==> config.mk <==
export PLATFORM = sky130hd
export DESIGN_NAME = adc_seq_fifo_bank
export DESIGN_NICKNAME = d
export VERILOG_FILES = /design/src/rtl/adc_sfb_pkg.sv /design/src/rtl/adc_trig_gate.sv /design/src/rtl/adc_seq_fifo.sv /design/src/rtl/adc_seq_fifo_bank.sv
export SDC_FILE = /design/constraint.sdc
export NUM_CORES = 1
export LEC_CHECK = 0
export ABC_CLOCK_PERIOD_IN_PS = 3400
export CAP_MARGIN = 20
export CORE_MARGIN = 1
export CORE_UTILIZATION = 61
export CTS_CLUSTER_SIZE = 25
export DETAILED_ROUTE_END_ITERATION = 10
export PLACE_DENSITY = 0.8
export SLEW_MARGIN = 20
export SYNTH_ARGS = -nofsm -noshare
export SYNTH_HDL_FRONTEND = slang
export SYNTH_SLANG_ARGS = --single-unit
==> constraint.sdc <==
create_clock -name clk -period 3.4 [get_ports clk]
set_input_delay 0.51 -clock clk [delete_from_list [all_inputs] [get_ports clk]]
set_output_delay 0.51 -clock clk [all_outputs]
set_load 0.01 [all_outputs]
==> src/rtl/adc_sfb_pkg.sv <==
package adc_sfb_pkg;
    localparam int NUM_SEQ   = 4;
    localparam int FIFO_SLOTS = 16;
    localparam int SAMPLE_W  = 12;
    localparam int ADDR_W    = 8;

    localparam logic [ADDR_W-1:0] OFS_ACTIVE = 8'h00;
    localparam logic [ADDR_W-1:0] OFS_RAW    = 8'h04;
    localparam logic [ADDR_W-1:0] OFS_MASK   = 8'h08;
    localparam logic [ADDR_W-1:0] OFS_MIS    = 8'h0C;
    localparam logic [ADDR_W-1:0] OFS_OVF    = 8'h10;
    localparam logic [ADDR_W-1:0] OFS_UNF    = 8'h14;
    localparam logic [ADDR_W-1:0] OFS_SRC    = 8'h18;
    localparam logic [ADDR_W-1:0] OFS_PRIO   = 8'h1C;
    localparam logic [ADDR_W-1:0] WIN_BASE   = 8'h40;
    localparam int                WIN_SPAN   = 32;

    localparam logic [4:0] SUB_MUX  = 5'h00;
    localparam logic [4:0] SUB_CTL  = 5'h04;
    localparam logic [4:0] SUB_DATA = 5'h08;
    localparam logic [4:0] SUB_STAT = 5'h0C;

    localparam logic [31:0] MUX_KEEP  = 32'h3333_3333;
    localparam logic [15:0] PRIO_KEEP = 16'h3333;

    typedef enum logic [3:0] {
        SRC_SOFT  = 4'd0,
        SRC_CMP   = 4'd1,
        SRC_PIN   = 4'd4,
        SRC_TIMER = 4'd5,
        SRC_PWM0  = 4'd6,
        SRC_PWM1  = 4'd7,
        SRC_PWM2  = 4'd8
    } trig_src_e;

    function automatic logic src_code_legal(input logic [3:0] code);
        case (code)
            SRC_SOFT, SRC_CMP, SRC_PIN, SRC_TIMER,
            SRC_PWM0, SRC_PWM1, SRC_PWM2: return 1'b1;
            default:                      return 1'b0;
        endcase
    endfunction
endpackage

==> src/rtl/adc_trig_gate.sv <==
module adc_trig_gate #(
    parameter int NSEQ = 4
) (
    input  logic            trig,
    input  logic [NSEQ-1:0] active,
    output logic [NSEQ-1:0] push
);
    // Only the first sequencer is fed by the conversion strobe.
    always_comb begin
        push    = '0;
        push[0] = trig && active[0];
    end
endmodule

==> src/rtl/adc_seq_fifo.sv <==
module adc_seq_fifo #(
    parameter int DEPTH = 16,
    parameter int DW    = 12,
    localparam int PW   = $clog2(DEPTH)
) (
    input  logic          clk,
    input  logic          rst_n,
    input  logic          push,
    input  logic [DW-1:0] push_data,
    input  logic          pop,
    output logic [DW-1:0] rd_word,
    output logic [PW-1:0] head,
    output logic [PW-1:0] tail,
    output logic          empty,
    output logic          full,
    output logic          ovf_evt,
    output logic          unf_evt
);
    typedef struct packed {
        logic [DEPTH-1:0][DW-1:0] mem;
        logic [PW-1:0]            head;
        logic [PW-1:0]            tail;
        logic                     empty;
        logic                     full;
    } fifo_t;

    fifo_t s_d, s_q;
    logic  push_ok, pop_ok;

    always_comb begin
        s_d     = s_q;
        push_ok = push && !s_q.full;
        pop_ok  = pop && !s_q.empty;
        if (push_ok) begin
            s_d.mem[s_q.head] = push_data;
            s_d.head          = s_q.head + PW'(1);
        end
        if (pop_ok) begin
            s_d.tail = s_q.tail + PW'(1);
        end
        if (push_ok && !pop_ok) begin
            s_d.empty = 1'b0;
            s_d.full  = (s_d.head == s_q.tail);
        end else if (pop_ok && !push_ok) begin
            s_d.full  = 1'b0;
            s_d.empty = (s_d.tail == s_q.head);
        end
    end

    always_ff @(posedge clk) begin
        if (!rst_n) begin
            s_q       <= '0;
            s_q.empty <= 1'b1;
        end else begin
            s_q <= s_d;
        end
    end

    assign rd_word = s_q.mem[s_q.tail];
    assign head    = s_q.head;
    assign tail    = s_q.tail;
    assign empty   = s_q.empty;
    assign full    = s_q.full;
    assign ovf_evt = push && s_q.full;
    assign unf_evt = pop && s_q.empty;

    a_r2_flags_exclusive: assert property (@(posedge clk) disable iff (!rst_n)
        !(empty && full));
    a_r3_drop_keeps_head: assert property (@(posedge clk) disable iff (!rst_n)
        (push && full) |=> $stable(head));
    a_r4_empty_pop_keeps_tail: assert property (@(posedge clk) disable iff (!rst_n)
        (pop && empty) |=> $stable(tail));
    a_r11_both_keep_flags: assert property (@(posedge clk) disable iff (!rst_n)
        (push && pop && !empty && !full) |=> ($stable(empty) && $stable(full)));
endmodule

==> src/rtl/adc_seq_fifo_bank.sv <==
module adc_seq_fifo_bank
    import adc_sfb_pkg::*;
#(
    parameter int NSEQ  = NUM_SEQ,
    parameter int DEPTH = FIFO_SLOTS,
    parameter int DW    = SAMPLE_W
) (
    input  logic              clk,
    input  logic              rst_n,
    input  logic              bus_wr,
    input  logic              bus_rd,
    input  logic [ADDR_W-1:0] bus_addr,
    input  logic [31:0]       bus_wdata,
    output logic [31:0]       bus_rdata,
    input  logic              conv_trig,
    input  logic [DW-1:0]     conv_data,
    output logic              irq
);
    localparam int PW = $clog2(DEPTH);
    localparam int SW = (NSEQ > 1) ? $clog2(NSEQ) : 1;

    typedef struct packed {
        logic [NSEQ-1:0]         act;
        logic [NSEQ-1:0]         raw;
        logic [NSEQ-1:0]         msk;
        logic [NSEQ-1:0]         ovf;
        logic [NSEQ-1:0]         unf;
        logic [4*NSEQ-1:0]       src;
        logic [4*NSEQ-1:0]       prio;
        logic [NSEQ-1:0][31:0]   smux;
        logic [NSEQ-1:0][31:0]   ctl;
        logic [31:0]             rdata;
    } regs_t;

    regs_t r_d, r_q;

    logic [NSEQ-1:0]          push_v, pop_v, ovf_e, unf_e, f_emp, f_ful;
    logic [NSEQ-1:0][PW-1:0]  f_head, f_tail;
    logic [NSEQ-1:0][DW-1:0]  f_word;
    logic [NSEQ-1:0][31:0]    f_stat;

    logic [ADDR_W-1:0] win_off;
    logic              in_win;
    logic [SW-1:0]     win_idx;
    logic [4:0]        sub;

    assign win_off = bus_addr - WIN_BASE;
    assign in_win  = (bus_addr >= WIN_BASE) && ({1'b0, win_off} < 9'(NSEQ * WIN_SPAN));
    assign win_idx = win_off[5 +: SW];
    assign sub     = bus_addr[4:0];

    adc_trig_gate #(.NSEQ(NSEQ)) u_gate (
        .trig   (conv_trig),
        .active (r_q.act),
        .push   (push_v)
    );

    for (genvar g = 0; g < NSEQ; g++) begin : g_seq
        assign pop_v[g] = bus_rd && in_win && (win_idx == SW'(g)) && (sub == SUB_DATA);

        adc_seq_fifo #(.DEPTH(DEPTH), .DW(DW)) u_fifo (
            .clk       (clk),
            .rst_n     (rst_n),
            .push      (push_v[g]),
            .push_data (conv_data),
            .pop       (pop_v[g]),
            .rd_word   (f_word[g]),
            .head      (f_head[g]),
            .tail      (f_tail[g]),
            .empty     (f_emp[g]),
            .full      (f_ful[g]),
            .ovf_evt   (ovf_e[g]),
            .unf_evt   (unf_e[g])
        );

        assign f_stat[g] = {19'd0, f_ful[g], 3'd0, f_emp[g], 4'(f_head[g]), 4'(f_tail[g])};
    end

    always_comb begin
        r_d = r_q;
        if (bus_wr) begin
            if (in_win) begin
                case (sub)
                    SUB_MUX: r_d.smux[win_idx] = bus_wdata & MUX_KEEP;
                    SUB_CTL: r_d.ctl[win_idx]  = bus_wdata;
                    default: ;
                endcase
            end else begin
                case (bus_addr)
                    OFS_ACTIVE: r_d.act  = bus_wdata[NSEQ-1:0];
                    OFS_RAW:    r_d.raw  = r_q.raw & ~bus_wdata[NSEQ-1:0];
                    OFS_MASK:   r_d.msk  = bus_wdata[NSEQ-1:0];
                    OFS_OVF:    r_d.ovf  = r_q.ovf & ~bus_wdata[NSEQ-1:0];
                    OFS_UNF:    r_d.unf  = r_q.unf & ~bus_wdata[NSEQ-1:0];
                    OFS_PRIO:   r_d.prio = bus_wdata[4*NSEQ-1:0] & PRIO_KEEP[4*NSEQ-1:0];
                    OFS_SRC: begin
                        for (int n = 0; n < NSEQ; n++) begin
                            if (src_code_legal(bus_wdata[4*n +: 4])) begin
                                r_d.src[4*n +: 4] = bus_wdata[4*n +: 4];
                            end
                        end
                    end
                    default: ;
                endcase
            end
        end
        // Set events take precedence over same-cycle clears.
        r_d.raw[0] = r_d.raw[0] | push_v[0];
        r_d.ovf    = r_d.ovf | ovf_e;
        r_d.unf    = r_d.unf | unf_e;

        if (bus_rd) begin
            r_d.rdata = '0;
            if (in_win) begin
                case (sub)
                    SUB_MUX:  r_d.rdata = r_q.smux[win_idx];
                    SUB_CTL:  r_d.rdata = r_q.ctl[win_idx];
                    SUB_DATA: r_d.rdata = 32'(f_word[win_idx]);
                    SUB_STAT: r_d.rdata = f_stat[win_idx];
                    default:  ;
                endcase
            end else begin
                case (bus_addr)
                    OFS_ACTIVE: r_d.rdata = 32'(r_q.act);
                    OFS_RAW:    r_d.rdata = 32'(r_q.raw);
                    OFS_MASK:   r_d.rdata = 32'(r_q.msk);
                    OFS_MIS:    r_d.rdata = 32'(r_q.raw & r_q.msk);
                    OFS_OVF:    r_d.rdata = 32'(r_q.ovf);
                    OFS_UNF:    r_d.rdata = 32'(r_q.unf);
                    OFS_SRC:    r_d.rdata = 32'(r_q.src);
                    OFS_PRIO:   r_d.rdata = 32'(r_q.prio);
                    default:    ;
                endcase
            end
        end
    end

    always_ff @(posedge clk) begin
        if (!rst_n) r_q <= '0;
        else        r_q <= r_d;
    end

    assign bus_rdata = r_q.rdata;
    assign irq       = |(r_q.raw & r_q.msk);

    a_r5_idle_trigger_no_push: assert property (@(posedge clk) disable iff (!rst_n)
        (conv_trig && !r_q.act[0]) |=> $stable(f_head[0]));
    a_r7_overflow_set_wins: assert property (@(posedge clk) disable iff (!rst_n)
        ovf_e[0] |=> r_q.ovf[0]);
    a_r7_underflow_set_wins: assert property (@(posedge clk) disable iff (!rst_n)
        (unf_e != '0) |=> ((r_q.unf & $past(unf_e)) == $past(unf_e)));
    a_r12_rdata_holds: assert property (@(posedge clk) disable iff (!rst_n)
        !bus_rd |=> $stable(bus_rdata));
endmodule

==> results.yml, run 1 <==
synthesis:
  ys.flop_type: "dfxtp_1"
  synthAdderAreaFrac: 0.00576
  synth_simple_gate_area_share: 0.158
  ys_seq_elements: 485
  synth_top_family_by_area: "multiplexers"
  synth-edff-count: 0
  synth_xor_xnor_area_share: 0.0111
  synth_cells: 2337
  async_flop_share: 0
  avgSynthCellArea_sq_um: 9.30
  synth_fp_nets: 2404
  synthDistinctLibCells: 71
  ys_seq_area_frac: 0.447
  muxShareOfSynthArea: 0.212
  synth_compound_area_frac: 0.112
  ys_warn_count: 0
  syn_area_sq_mm: 0.0217
global_routing:
  grt_usage: 0.333
  antenna_found_initial: 3
  grt_max_degree: 143
  grt_pass1_wl_um: 94800
  grt_overflow_total: 0
  first_global_vias: 17400
floorplan:
  rows: 68
  fp.dieArea_sq_mm: 0.0364
  die_y_um: 191
  core_sq_mm: 0.0348
  io_pins: 90
  die_w_um: 191
  start_util: 0.625
clocking:
  cts.sinks: 485
  cts_tree: "yes"
  postCtsSetupBuffers: 0
  clock_latency_ns: 0.59
  cts_hold_buf: 0
  cts_made_buffers: 48
  cts_resized: 0
  ctsHtreeMaxLevel: 2
  clock-root-buffer: "clkbuf_16"
  cts.path.max_buffers: 3
  clk_pin_slew_ns: 0.06
status:
  status: "finished, final reports clean"
drt:
  via_per_inst: 6.29
  drt_drc_violations_left: 0
  firstDrtPassIters: 7
  drtIter0Drc: 1901
  wl_um: 60400
  vias: 17800
  wl_per_cell_um: 21.3
  ant_nets: 0
setup_path:
  start_kind: "register"
  cpMostUsedCell: "mux4_2"
  path_cells: "buf_12 > mux4_2 > mux4_2 > nand2_1 > a31o_2 > o21ai_1"
  worst_path_max_delay_cell: "dfxtp_4"
  critPathMaxStageDelay_ns: 0.85
  cp_max_fo: 36
  cp.required_ns: 3.84
  end_kind: "register"
  worstSetupPathType: "register to register"
  cp_data_arrival_time_ns: 3.07
flow_run:
  drv_cap: 0
timing:
  fin_skew_ns: 0.0120
  setup_violations: 0
  fmax_mhz: 381
  slew_viol_final: 0
  worst_pin_slew_ns: 0.880
  final.setup.worst_slack_ns: 0.774
  finalCritPeriodShare: 0.772
  slew_headroom: 0.413
  tns_ns: 0
  hold_violations: 0
  rsz0062_at_grt: "false"
  fin_crit_ns: 2.63
worst_hold_path:
  worstHoldPathType: "register to register"
placed_design:
  place_hpwl_um: 38400
  gp_congestion: 0.957
  io_buffer_count: 89
  dp_slack_ns: 0.305
pwr:
  leakage_nw: 8.64
  peakVddDrop_mv: 0.462
  p_total_mw: 11.6
  powerDensity_mw_per_mm2: 471
layout:
  fillerInstances: 2530
  seq_area_sq_mm: 0.00971
  area.growth.synth_to_final_pct: 13.3
  finalCoreUtilization: 0.708
  drive_above_1_share: 0.131
  multi_input_comb_area_sq_mm: 0.0109
  fin_nets: 2412
## final timing paths
| path | endpoint | slack, ns | from | depth (start not counted) |
|---|---|---|---|---|
| worst max-delay path | bus_rdata[5]$_SDFFE_PN0P_ | 0.77 | g_seq[0].u_fifo.tail[0]$_SDFF_PN0_ | 6 |
| worst min-delay path | r_q[326]$_SDFFE_PN0P_ | 0.44 | r_q[326]$_SDFFE_PN0P_ | 2 |
| worst max register to register | bus_rdata[5]$_SDFFE_PN0P_ | 0.77 | g_seq[0].u_fifo.tail[0]$_SDFF_PN0_ | 6 |
| worst min register to register | r_q[326]$_SDFFE_PN0P_ | 0.44 | r_q[326]$_SDFFE_PN0P_ | 2 |
## synth_stat cells, types with 3 or more instances
| library cell | count | area share |
|---|---|---|
| dfxtp_1 | 485 | 0.45 |
| nand2_1 | 397 | 0.069 |
| nor2_1 | 269 | 0.046 |
| a21oi_1 | 253 | 0.058 |
| mux2i_1 | 214 | 0.099 |
| clkbuf_1 | 141 | 0.024 |
| mux4_2 | 107 | 0.11 |
| o21ai_0 | 102 | 0.023 |
| buf_2 | 44 | 0.010 |
| buf_4 | 39 | 0.013 |
| nand3_1 | 28 | 0.0064 |
| inv_1 | 21 | 0.0036 |
| xnor2_1 | 18 | 0.0073 |
| a22oi_1 | 17 | 0.0059 |
| nor2b_1 | 14 | 0.0040 |
| nor3_1 | 12 | 0.0028 |
| a22o_1 | 11 | 0.0044 |
| nand2b_1 | 11 | 0.0032 |
| ha_1 | 10 | 0.0058 |
| a31oi_1 | 8 | 0.0023 |
| nand4_1 | 8 | 0.0023 |
| buf_1 | 7 | 0.0012 |
| nor4_1 | 7 | 0.0020 |
| xor2_1 | 7 | 0.0028 |
| a211oi_1 | 6 | 0.0021 |
| and3_1 | 6 | 0.0017 |
| o22ai_1 | 6 | 0.0017 |
| or3_1 | 6 | 0.0017 |
| mux2_2 | 5 | 0.0026 |
| a32oi_1 | 4 | 0.0016 |
| buf_6 | 4 | 0.0021 |
| nor2_4 | 4 | 0.0021 |
| nor3b_1 | 4 | 0.0014 |
| nor4b_1 | 4 | 0.0016 |
| a222oi_1 | 3 | 0.0014 |
| a31o_2 | 3 | 0.0012 |
| nand3b_1 | 3 | 0.0010 |
| nor2_2 | 3 | 0.00086 |
| nor4_4 | 3 | 0.0029 |
| o221ai_1 | 3 | 0.0012 |
| o31ai_1 | 3 | 0.0010 |
## where the power goes
part | switching [mW] | internal (mW) | leakage (nW)
registers | 0.00354 | 5.69 | 3.91
clock network | 2.24 | 3.18 | 0.764
logic | 0.333 | 0.153 | 3.97
## critical path: cells and delay by family (launching register included)
kind	cells	cell delay, ns
buffers and inverters	1	0.25
AO/OA/AOI/OAI	2	0.21
multiplexers	2	1.03
flip-flops	1	0.85
AND/OR/NAND/NOR	1	0.10
## layout make-up
| class | count | share of cell area |
|---|---|---|
| well taps | 455 | 0.0231 |
| multi-input cells | 1595 | 0.441 |
| flip-flops and latches | 485 | 0.395 |
| inverters | 22 | 0.00366 |
| repair buffers | 193 | 0.0732 |
| clock inverters | 13 | 0.00864 |
| diodes | 2 | 0.000203 |
| clock buffers | 73 | 0.0559 |
## routing by layer
layer,global-route usage,part of all wire
met5,0,0.00028
met4,0.146,0.037
met3,0.0482,0.086
met2,0.539,0.48
met1,0.442,0.40
## layout by cell type (no fill, tap or decap), types with 19 or more instances in the layout
cell type / Yosys / routed
dfxtp_1: 485 / 483
nand2_1: 397 / 397
clkbuf_16: 0 / 50
nor2_1: 269 / 268
mux4_2: 107 / 107
nand3_1: 28 / 28
clkdlybuf4s50_1: 0 / 87
inv_1: 21 / 21
clkbuf_1: 141 / 19
mux2i_1: 214 / 214
o21ai_0: 102 / 102
a21oi_1: 253 / 253
buf_4: 39 / 94
## stage by stage
step	area [sq um]	instances	hold WS, ns
after floorplan	21700	2337	0.412
after global placement	23000	2750	0.422
after detailed placement	23000	2750	0.429
after CTS	24600	2836	0.439
after global routing	24600	2838	0.468
final	24600	2838	0.440
## cells by family after synthesis
logic type | after synthesis
flops | 485
simple gates | 796
mux | 326
buf+inv | 257
xor+xnor | 26
fa+ha+maj | 10
compound gates | 437
## flip-flops by register name (all words and copies together), names as in the netlist
name                count
bus_rdata              32
r_q                   236
g_seq.u_fifo.full       1
g_seq.u_fifo.empty      4
g_seq.u_fifo.s_q      192
g_seq.u_fifo.tail      16
g_seq.u_fifo.head       4
No activity file was read; power rests on OpenSTA's default activity.
==> run 2: changes to the inputs <==
Settings changed: ABC_CLOCK_PERIOD_IN_PS 3400 to 2350, CORE_UTILIZATION 61 to 55, PLACE_DENSITY 0.8 to 0.76.
Clock period 3.4 ns to 2.35 ns, I/O delays scaled along.
==> run 2 against run 1 <==
  * Combinational power grew 74%
  * Highest routed layer is now met4
  * Sequential cell count stayed put
  * Cell count is 6.0% higher
  * Cell area rose by 5.8%
==> results.yml, run 2 (synthesized netlist as in run 1, its figures left out) <==
layout:
  most-common-layout-cells: "dfxtp_1, nand2_1, nor2_1"
  drive_above_1_share: 0.175
  final_common_cell: "dfxtp_1"
  largest_reg_flops: 236
  regMostFlops: "r_q"
  fin_nets: 2520
  area.growth.synth_to_final_pct: 19.8
  instances_no_fill: 3009
  antenna_cells: 0
clocking:
  clk_pin_slew_ns: 0.06
  clock-root-buffer: "clkbuf_16"
  ctsHtreeMaxLevel: 2
  cts.sinks: 485
  cts.path.max_buffers: 3
  cts_hold_buf: 0
  cts_resized: 0
  cts_tree: "yes"
  clock_latency_ns: 0.61
  cts_made_buffers: 49
  postCtsSetupBuffers: 0
setup_path:
  cp_max_fo: 14
  end_kind: "register"
  cp.required_ns: 2.81
  cp_data_arrival_time_ns: 2.65
  start_kind: "register"
  worstSetupPathType: "register to register"
floorplan:
  fp.dieArea_sq_mm: 0.0403
  rows: 72
  io_pins: 90
  start_util: 0.560
  core_sq_mm: 0.0388
  die_y_um: 201
  die_w_um: 201
pwr:
  peakVddDrop_mv: 0.565
  leakage_nw: 9.36
  p_total_mw: 17.3
  powerDensity_mw_per_mm2: 666
timing:
  setup_violations: 0
  tns_ns: 0
  fin_skew_ns: 0.0245
  final.setup.worst_slack_ns: 0.153
  slew_viol_final: 0
  slew_headroom: 0.483
  fin_crit_ns: 2.20
  finalCritPeriodShare: 0.935
  worst_pin_slew_ns: 0.775
  fmax_mhz: 455
  rsz0062_at_grt: "false"
  hold_violations: 0
global_routing:
  grt_overflow_total: 0
  antenna_found_initial: 0
  first_global_vias: 18300
  grt_usage: 0.310
  grt_pass1_wl_um: 99500
  grt_max_degree: 58
placed_design:
  place_hpwl_um: 42200
  io_buffer_count: 89
  gp_congestion: 0.927
  dp.cells: 2920
  dp_slack_ns: -0.385
drt:
  drtIter0Drc: 1891
  drt_drc_violations_left: 0
  firstDrtPassIters: 7
  via_per_inst: 6.04
  wl_um: 62300
  ant_nets: 0
  vias: 18200
  wl_per_cell_um: 20.7
flow_run:
  drv_cap: 0
status:
  status: "finished, final reports clean"
worst_hold_path:
  worstHoldPathType: "input pin to register"
run 2: routing by layer:
| metal | wire, um | global-route usage | share of wire | up-vias |
|---|---|---|---|---|
| met5 | 0 | 0 | 0 | - |
| met4 | 1870 | 0.120 | 0.030 | 0 |
| met3 | 4960 | 0.0448 | 0.080 | 122 |
| met2 | 30100 | 0.516 | 0.48 | 813 |
| met1 | 25400 | 0.406 | 0.41 | 8902 |
| li1 | - | - | - | 8327 |
run 2: worst max-delay path, cell delays in order (launching register included):
cell	delay (ns)
dfxtp_4	0.42
buf_12	0.19
mux4_2	0.52
mux2_2	0.27
o21ai_0	0.43
o221ai_1	0.21
run 2: metrics by stage:
| step | hold WS, ns | utilization | instance area [sq um] |
|---|---|---|---|
| 2_1_floorplan | 0.412 | - | 21800 |
| 3_3_place_gp | 0.435 | 0.627 | 24300 |
| 3_5_place_dp | 0.441 | 0.627 | 24300 |
| 4_1_cts | 0.328 | 0.671 | 26000 |
| 5_1_grt | 0.349 | 0.671 | 26000 |
| 6_report | 0.342 | 0.671 | 26000 |
run 2: final cells by class:
class	instances	area (sq um)
Clock buffer	75	1460
Multi-Input combinational cell	1595	10900
Tap cell	518	648
Clock inverter	14	249
Sequential cell	485	9710
Timing Repair Buffer	300	2980
Inverter	22	95.1
Fill cell	2921	12800
run 2: worst paths after layout:
check | from | to | slack (ns) | cells after the start
max reg2reg | g_seq[0].u_fifo.tail[0]$_SDFF_PN0_ | bus_rdata[1]$_SDFFE_PN0P_ | 0.15 | 5
min | bus_addr[6] | g_seq[1].u_fifo.tail[3]$_SDFF_PN0_ | 0.34 | 6
min reg2reg | r_q[335]$_SDFFE_PN0P_ | r_q[335]$_SDFFE_PN0P_ | 0.45 | 2
max | g_seq[0].u_fifo.tail[0]$_SDFF_PN0_ | bus_rdata[1]$_SDFFE_PN0P_ | 0.15 | 5
run 2: where the power goes:
part	switching (mW)	total, mW	internal [mW]
logic	0.517	0.846	0.329
registers	0.00576	8.23	8.23
clock network	3.33	8.26	4.93
==> run 3: changes to the inputs <==
Settings changed: CORE_UTILIZATION 55 to 43, PLACE_DENSITY 0.76 to unset, SKIP_LAST_GASP set to 1, SLEW_MARGIN 20 to 40.
==> run 3 against run 2 <==
  * Highest routed layer is now met5
  * Sequential power about the same
  * Critical path depth rose by 2
  * Core utilization is 14 points lower
  * Power is 3.2% higher
  * Cell count up 5.6%
==> results.yml, run 3 (synthesized netlist as in run 1, its figures left out) <==
layout:
  drive_above_1_share: 0.185
  seq_area_sq_mm: 0.00971
  regMostFlops: "r_q"
  fin_area_sq_mm: 0.0264
  instances_no_fill: 3176
  fin_nets: 2530
  area.growth.synth_to_final_pct: 21.3
  fillerInstances: 4542
  final_common_cell: "dfxtp_1"
  multi_input_comb_area_sq_mm: 0.0109
  finalCoreUtilization: 0.528
  antenna_cells: 0
  largest_reg_flops: 236
  most-common-layout-cells: "dfxtp_1, nand2_1, nor2_1"
clocking:
  cts.sinks: 485
  cts_made_buffers: 53
  clock_latency_ns: 0.60
  clock-root-buffer: "clkbuf_16"
  cts.path.max_buffers: 3
  clk_pin_slew_ns: 0.06
  cts_tree: "yes"
  ctsHtreeMaxLevel: 2
setup_path:
  critPathMaxStageDelay_ns: 0.49
  path_cells: "buf_4 > mux4_2 > mux2_2 > and3_1 > o31ai_1 > buf_4 > a21oi_1"
  critPathLaunch: "g_seq[0].u_fifo.tail[0]$_SDFF_PN0_"
  cp.required_ns: 2.83
  cpMostUsedCell: "buf_4"
  worst_path_max_delay_cell: "mux4_2"
  r2r-start: "g_seq[0].u_fifo.tail[0]$_SDFF_PN0_"
  cp_data_arrival_time_ns: 2.77
  start_kind: "register"
  end_kind: "register"
  crit_family: "multiplexers"
  cp_max_fo: 10
  critPathBufInv: 2
  worstSetupPathType: "register to register"
global_routing:
  grt_overflow_total: 0
  grt_pass1_wl_um: 98600
  grt_max_degree: 52
  first_global_vias: 17200
  antenna_found_initial: 4
  grt_usage: 0.247
placed_design:
  gp_congestion: 0.907
  dpl_cell_area_sq_mm: 0.0244
  dp.cells: 3076
  io_buffer_count: 89
  place_hpwl_um: 42700
drt:
  ant_nets: 0
  wl_per_cell_um: 19.9
  vias: 17700
  drt_drc_violations_left: 0
  drtIter0Drc: 1392
  wl_um: 63200
  firstDrtPassIters: 5
  via_per_inst: 5.58
pwr:
  powerDensity_mw_per_mm2: 679
  peakVddDrop_mv: 0.553
  leakage_nw: 9.47
worst_hold_path:
  worstHoldPathType: "input pin to register"
  hp-start: "bus_addr[6]"
floorplan:
  fp.dieArea_sq_mm: 0.0515
  io_pins: 90
  die_y_um: 227
  die_w_um: 227
  rows: 82
  start_util: 0.435
  core_sq_mm: 0.0500
flow_run:
  drv_cap: 0
timing:
  setup_violations: 0
  rsz0062_at_grt: "true"
  slew_viol_final: 0
  fmax_mhz: 435
  fin_crit_ns: 2.30
  hold_violations: 0
  slew_headroom: 0.490
  finalCritPeriodShare: 0.978
  worst_pin_slew_ns: 0.763
  fin_skew_ns: 0.0123
status:
  status: "finished, final reports clean"
-- run 3: cell count changes in the layout (fill, tap and decap cells not counted), moves of 2 or more --
cell / before / now
clkbuf_8: 11 / 19
clkbuf_1: 14 / 5
buf_4: 171 / 186
clkbuf_16: 50 / 53
clkinvlp_4: 1 / 3
inv_6: 1 / 5
a21oi_2: 2 / 4
mux2i_1: 214 / 211
buf_12: 41 / 33
a21oi_1: 251 / 249
mux2i_2: 0 / 3
-- run 3: metal layers --
layer | wire length, um | vias up | track usage
met5 | 46 | - | 0
met4 | 1240 | 8 | 0.0700
met3 | 3780 | 97 | 0.0338
met1 | 28200 | 8757 | 0.335
met2 | 30000 | 519 | 0.409
li1 | - | 8347 | -
-- run 3: final timing paths --
check | endpoint | slack (ns) | depth (start not counted)
worst max register to register | bus_rdata[9]$_SDFFE_PN0P_ | 0.05 | 7
worst min register to register | r_q[327]$_SDFFE_PN0P_ | 0.43 | 2
worst max-delay path | bus_rdata[9]$_SDFFE_PN0P_ | 0.05 | 7
worst min-delay path | g_seq[1].u_fifo.tail[3]$_SDFF_PN0_ | 0.38 | 6
-- run 3: area by class of cell --
class,count,share of cell area
multi-input combinational,1595,0.414
inverter,22,0.00361
clock buffer,77,0.0609
timing repair buffer,306,0.111
clock inverter,19,0.0102
sequential,485,0.368
tap,672,0.0319
-- run 3: tightest hold or removal path, delay by kind of cell --
kind | cells | cell delay (ns)
buffers and inverters | 3 | 0.34
AND/OR/NAND/NOR | 2 | 0.09
XOR/XNOR | 1 | 0.14
-- run 3: report_power, final --
part,internal (mW),switching [mW],leakage (nW)
clock network,5.39,3.46,0.922
registers,8.23,0.00536,3.91
logic,0.309,0.518,4.64
-- run 3: metrics by stage --
| stage | worst slack (ns) | TNS, ns | hold WS [ns] | power (mW) |
|---|---|---|---|---|
| after floorplan | -0.108 | -1.55 | 0.412 | 8.82 |
| after global placement | -0.317 | -41.45 | 0.423 | 9.23 |
| after detailed placement | -0.357 | -44.22 | 0.424 | 9.24 |
| after CTS | 0.0134 | 0 | 0.354 | 18.0 |
| after global routing | -0.0396 | -0.0396 | 0.397 | 18.4 |
| final | 0.0520 | 0 | 0.382 | 17.9 |
-- run 3: what timing repair did --
action                                  in CTS  in global routing
endpoints found under the setup margin       3                  5
hold buffers                                 0                  0
gates resized for setup                      0                  5
buffers inserted                             4                  0
